File: config.mk
export PLATFORM = sky130hd
export DESIGN_NAME = cmd_seq_detect
export DESIGN_NICKNAME = d
export VERILOG_FILES = /design/src/rtl/cmd_seq_pkg.sv /design/src/rtl/cmd_addr_match.sv /design/src/rtl/cmd_step_fsm.sv /design/src/rtl/cmd_req_reg.sv /design/src/rtl/cmd_seq_detect.sv
export SDC_FILE = /design/constraint.sdc
export NUM_CORES = 1
export LEC_CHECK = 0
export CAP_MARGIN = 20
export CELL_PAD_IN_SITES_DETAIL_PLACEMENT = 0
export CELL_PAD_IN_SITES_GLOBAL_PLACEMENT = 1
export CORE_AREA = 8 8 51 53
export DETAILED_ROUTE_END_ITERATION = 6
export DIE_AREA = 0 0 59 61
export PLACE_DENSITY = 0.89
export SETUP_SLACK_MARGIN = 0.15
export SLEW_MARGIN = 20
export SYNTH_ARGS = -nofsm -noshare
export SYNTH_HDL_FRONTEND = slang
export SYNTH_SLANG_ARGS = --single-unit
File: constraint.sdc
create_clock -name clk_i -period 4.75 [get_ports clk_i]
set_input_delay 0.95 -clock clk_i [delete_from_list [all_inputs] [get_ports clk_i]]
set_output_delay 0.95 -clock clk_i [all_outputs]
set_load 0.05 [all_outputs]
File: src/rtl/cmd_seq_pkg.sv
package cmd_seq_pkg;
  localparam int unsigned ADDR_W  = 13;
  localparam int unsigned SEQ_LEN = 6;
  localparam int unsigned STEP_W  = $clog2(SEQ_LEN);
  localparam int unsigned LAST    = SEQ_LEN - 1;

  typedef logic [ADDR_W-1:0] addr_t;
  typedef logic [STEP_W-1:0] step_t;

  typedef enum logic [1:0] {
    REQ_NONE   = 2'd0,
    REQ_STORE  = 2'd1,
    REQ_RECALL = 2'd2
  } req_e;

  // ordered key; the last entry is the store variant
  function automatic addr_t key_addr(int unsigned idx);
    case (idx)
      0:       key_addr = 13'h0000;
      1:       key_addr = 13'h1555;
      2:       key_addr = 13'h0AAA;
      3:       key_addr = 13'h1FFF;
      4:       key_addr = 13'h10F0;
      default: key_addr = 13'h0F0F;
    endcase
  endfunction

  localparam addr_t RECALL_LAST = 13'h0F0E;
endpackage

File: src/rtl/cmd_addr_match.sv
module cmd_addr_match
  import cmd_seq_pkg::*;
(
  input  addr_t              addr_i,
  output logic [SEQ_LEN-1:0] hit_o,
  output logic               recall_hit_o
);
  for (genvar i = 0; i < SEQ_LEN; i++) begin : g_key
    assign hit_o[i] = (addr_i == key_addr(i));
  end
  assign recall_hit_o = (addr_i == RECALL_LAST);
endmodule

File: src/rtl/cmd_step_fsm.sv
module cmd_step_fsm
  import cmd_seq_pkg::*;
(
  input  logic               clk_i,
  input  logic               rst_ni,
  input  logic               valid_i,
  input  logic               we_i,
  input  logic               hold_i,
  input  logic [SEQ_LEN-1:0] hit_i,
  input  logic               recall_hit_i,
  output req_e               cmd_o
);
  step_t step_q, step_d;
  logic  exp_hit;

  always_comb begin
    exp_hit = 1'b0;
    for (int unsigned i = 0; i < SEQ_LEN; i++)
      if (step_q == step_t'(i)) exp_hit = hit_i[i];
  end

  always_comb begin
    step_d = step_q;
    cmd_o  = REQ_NONE;
    if (hold_i) begin
      step_d = '0;
    end else if (valid_i) begin
      if (we_i) begin
        step_d = '0;
      end else if (step_q == step_t'(LAST) && exp_hit) begin
        cmd_o  = REQ_STORE;
        step_d = '0;
      end else if (step_q == step_t'(LAST) && recall_hit_i) begin
        cmd_o  = REQ_RECALL;
        step_d = '0;
      end else if (step_q < step_t'(LAST) && exp_hit) begin
        step_d = step_q + step_t'(1);
      end else begin
        // a stray read of the first key restarts the match
        step_d = hit_i[0] ? step_t'(1) : '0;
      end
    end
  end

  always_ff @(posedge clk_i or negedge rst_ni) begin
    if (!rst_ni) step_q <= '0;
    else         step_q <= step_d;
  end

  a_r9_gap_holds: assert property (@(posedge clk_i) disable iff (!rst_ni)
    (!valid_i && !hold_i) |=> $stable(step_q));
  a_r7_hold_idles: assert property (@(posedge clk_i) disable iff (!rst_ni)
    hold_i |=> (step_q == '0));
  a_r4_write_idles: assert property (@(posedge clk_i) disable iff (!rst_ni)
    (valid_i && we_i) |=> (step_q == '0));
  a_r1_in_range: assert property (@(posedge clk_i) disable iff (!rst_ni)
    step_q <= step_t'(LAST));
endmodule

File: src/rtl/cmd_req_reg.sv
module cmd_req_reg
  import cmd_seq_pkg::*;
(
  input  logic clk_i,
  input  logic rst_ni,
  input  req_e cmd_i,
  output logic store_o,
  output logic recall_o
);
  always_ff @(posedge clk_i or negedge rst_ni) begin
    if (!rst_ni) begin
      store_o  <= 1'b0;
      recall_o <= 1'b0;
    end else begin
      store_o  <= (cmd_i == REQ_STORE);
      recall_o <= (cmd_i == REQ_RECALL);
    end
  end

  a_r3_exclusive: assert property (@(posedge clk_i) disable iff (!rst_ni)
    !(store_o && recall_o));
  a_r3_store_pulse: assert property (@(posedge clk_i) disable iff (!rst_ni)
    store_o |=> !store_o);
  a_r3_recall_pulse: assert property (@(posedge clk_i) disable iff (!rst_ni)
    recall_o |=> !recall_o);
endmodule

File: src/rtl/cmd_seq_detect.sv
module cmd_seq_detect
  import cmd_seq_pkg::*;
(
  input  logic              clk_i,
  input  logic              rst_ni,
  input  logic              acc_valid_i,
  input  logic [ADDR_W-1:0] acc_addr_i,
  input  logic              acc_we_i,
  input  logic              busy_i,
  input  logic              wr_inhibit_i,
  output logic              store_req_o,
  output logic              recall_req_o
);
  logic [SEQ_LEN-1:0] hit;
  logic               recall_hit;
  logic               hold;
  req_e               cmd;

  assign hold = busy_i | wr_inhibit_i;

  cmd_addr_match u_match (
    .addr_i       (acc_addr_i),
    .hit_o        (hit),
    .recall_hit_o (recall_hit)
  );

  cmd_step_fsm u_fsm (
    .clk_i        (clk_i),
    .rst_ni       (rst_ni),
    .valid_i      (acc_valid_i),
    .we_i         (acc_we_i),
    .hold_i       (hold),
    .hit_i        (hit),
    .recall_hit_i (recall_hit),
    .cmd_o        (cmd)
  );

  cmd_req_reg u_req (
    .clk_i    (clk_i),
    .rst_ni   (rst_ni),
    .cmd_i    (cmd),
    .store_o  (store_req_o),
    .recall_o (recall_req_o)
  );

  a_r1_req_after_read: assert property (@(posedge clk_i) disable iff (!rst_ni)
    (store_req_o || recall_req_o) |-> $past(acc_valid_i && !acc_we_i));
  a_r7_no_req_when_held: assert property (@(posedge clk_i) disable iff (!rst_ni)
    (busy_i || wr_inhibit_i) |=> !(store_req_o || recall_req_o));
endmodule

==> impl_metrics.py <==
metrics = {
    "layout": {
        "multi_input_area_um2": 394,
        "antenna_cells": 0,
        "final_common_cell": "clkdlybuf4s50_1",
        "design_area_um2": 798,
        "syn_to_final_growth_pct": 46.3,
        "seq_area_um2": 125,
        "fin_nets": 114,
        "mostFrequentLayoutCells": "clkdlybuf4s50_1, nand2_1, inv_1, ha_1, dfrtp_1",
        "layout-drive-gt1-share": 0.124,
        "fillers": 202,
    },
    "die": {
        "start_util": 0.296,
        "core_mm2": 0.00184,
        "boundaryPins": 21,
        "die_h_um": 61,
        "dieArea_mm2": 0.00360,
        "rows": 16,
        "die_w_um": 59,
    },
    "clocking": {
        "cts_tree": "yes",
        "clk_latency_ns": 0.24,
        "htree_levels": 1,
        "ctsLongestPathBuffers": 2,
        "clk_pin_slew_ns": 0.04,
        "post_cts.repair.setup_buffers": 0,
        "ctsHoldBuffers": 0,
        "cts_root_buffer": "clkbuf_4",
        "cts_made_buffers": 3,
        "clock-sinks": 5,
        "cts_resized": 0,
    },
    "timing": {
        "tightest_slew_ns": 0.500,
        "setup_tns_ns": 0,
        "drv_slew": 0,
        "timing.final.crit_share": 0.674,
        "setup_ws_ns": 1.55,
        "final.min_clock_period_ns": 3.20,
        "maxSlewHeadroom": 0.666,
        "finalClockSkew_ns": 0.000835,
        "rsz0062_at_grt": "no",
        "finalHoldViolCount": 0,
        "fmax_mhz": 313,
        "setup_viol": 0,
    },
    "setup_path": {
        "crit_path_start_kind": "primary input",
        "path_max_fanout": 4,
        "worstSetupPathType": "primary input to flip-flop",
        "critPathBufInv": 1,
        "crit_chain": "clkdlybuf4s50_1, or4_4, o41a_1, o41a_1, or4_1, nand3_1",
        "critPathSlowestCell": "or4_4",
        "cpPeakStageDelay_ns": 0.58,
        "worst_ep_arrival_time_ns": 3.37,
        "crit_required_ns": 4.92,
        "worstSetupEndpointType": "flip-flop",
        "cpLargestDelayFamily": "simple AND/OR/NAND/NOR gates",
        "path_common_cell": "o41a_1",
    },
    "drt": {
        "ant_nets": 0,
        "vias": 585,
        "first_pass_iters": 4,
        "drt_iter0_drc": 8,
        "drc": 0,
        "wl_per_cell_um": 12.8,
        "viasPerCell": 5.04,
        "routed_wirelength_um": 1480,
    },
    "synthesis": {
        "ys_types": 28,
        "synthesis.area_um2": 546,
        "ys_seq_area_frac": 0.229,
        "ys_seq_elements": 5,
        "post_synth.cell_area_avg_um2": 8.27,
        "synth_cells": 66,
        "ys_warn_count": 0,
        "synth_nets": 90,
    },
    "placed_design": {
        "pre_cts_slack_ns": 1.32,
        "place_area_um2": 772,
        "port_buffers": 20,
        "gp_congestion": 0.787,
        "hpwl_um": 1240,
    },
    "pwr": {
        "powerDensity_mw_per_mm2": 144,
        "power_uw": 115,
        "max-vdd-ir-drop_v": 0.000150,
        "p_leak_nw": 0.267,
    },
    "grt": {
        "grt_overflow": 0,
        "track_usage": 0.0858,
        "grt_pass1_wl_um": 2440,
        "grt_pass1_vias": 583,
        "antenna_found_initial": 0,
        "grt_max_degree": 9,
    },
    "min_path": {
        "worstHoldPathType": "flip-flop to flip-flop",
    },
    "status": {
        "status": "finished, final reports clean",
    },
    "run": {
        "maxCapViolCount": 0,
    },
}
-- flip-flops by register name, summed over array words and instances, names as in the netlist --
register        count
u_fsm.step_q        3
u_req.recall_o      1
u_req.store_o       1
-- final cells by class --
class                   instances  share of cell area
repair buffers                 20               0.251
multi-input cells              55               0.494
well taps                      27              0.0423
flip-flops and latches          5               0.157
clock buffers                   4              0.0329
inverters                       5              0.0235
-- report_power, final --
group          switching [mW]  total, mW  internal, mW
clock                  0.0161     0.0478        0.0317
sequential        0.000000521     0.0428        0.0428
combinational         0.00896     0.0246        0.0157
-- worst reg2reg max path, cell delays in order (launching register included) --
cell     delay, ns
dfrtp_1       0.43
inv_1         0.09
ha_1          0.27
or4b_2        0.64
nor4_1        0.18
nor4b_1       0.11
or4_1         0.51
o21ai_0       0.18
-- Yosys cell counts --
master,n,share of area
nand2_1,6,0.041
dfrtp_1,5,0.23
ha_1,5,0.11
inv_1,5,0.034
nand3_1,4,0.037
nor2_1,4,0.028
nor4_1,4,0.046
nand4_1,3,0.034
nor3_1,3,0.028
o41a_1,3,0.062
or4_1,3,0.041
nor4b_1,2,0.032
o21ai_0,2,0.018
or2_2,2,0.023
or4b_2,2,0.037
a211o_1,1,0.016
a211oi_1,1,0.014
a21oi_1,1,0.0092
and3_2,1,0.014
buf_4,1,0.014
nor2b_1,1,0.011
o21a_1,1,0.014
o311ai_0,1,0.016
o41a_2,1,0.023
o41ai_1,1,0.016
or3_1,1,0.011
or3b_2,1,0.016
or4_4,1,0.021
-- logic make-up (layout without fill, tap and decap cells) --
| kind of cell | after synthesis | after routing | share of synthesized area |
|---|---|---|---|
| fa+ha+maj | 5 | 5 | 0.115 |
| buf+inv | 6 | 29 | 0.0482 |
| simple gates | 38 | 38 | 0.420 |
| flops | 5 | 5 | 0.229 |
| compound gates | 12 | 12 | 0.188 |
-- stage by stage --
stage,util,cells,hold slack [ns]
floorplan,-,66,0.538
global route,0.433,116,0.686
finish,0.433,116,0.633
global placement,0.419,112,0.593
CTS,0.433,116,0.648
detailed placement,0.419,112,0.632
-- metal layers --
layer	global-route usage	wire, um	vias to the layer above
met1	0.102	734	260
li1	-	-	307
met3	0.0212	91	0
met5	0	0	-
met4	0.0410	0	0
met2	0.142	657	18
-- worst paths after layout --
check	cells past startpoint	end	start	slack, ns
max	6	u_fsm.step_q[0]	acc_addr_i[0]	1.55
min	2	u_fsm.step_q[1]	u_fsm.step_q[1]	0.63
max reg2reg	7	u_fsm.step_q[1]	u_fsm.step_q[1]	2.25
min reg2reg	2	u_fsm.step_q[1]	u_fsm.step_q[1]	0.63
max in group asynchronous	1	u_fsm.step_q[1]	rst_ni	3.65
min in group asynchronous	1	u_fsm.step_q[0]	rst_ni	0.92
(Power assumes the default switching activity.)
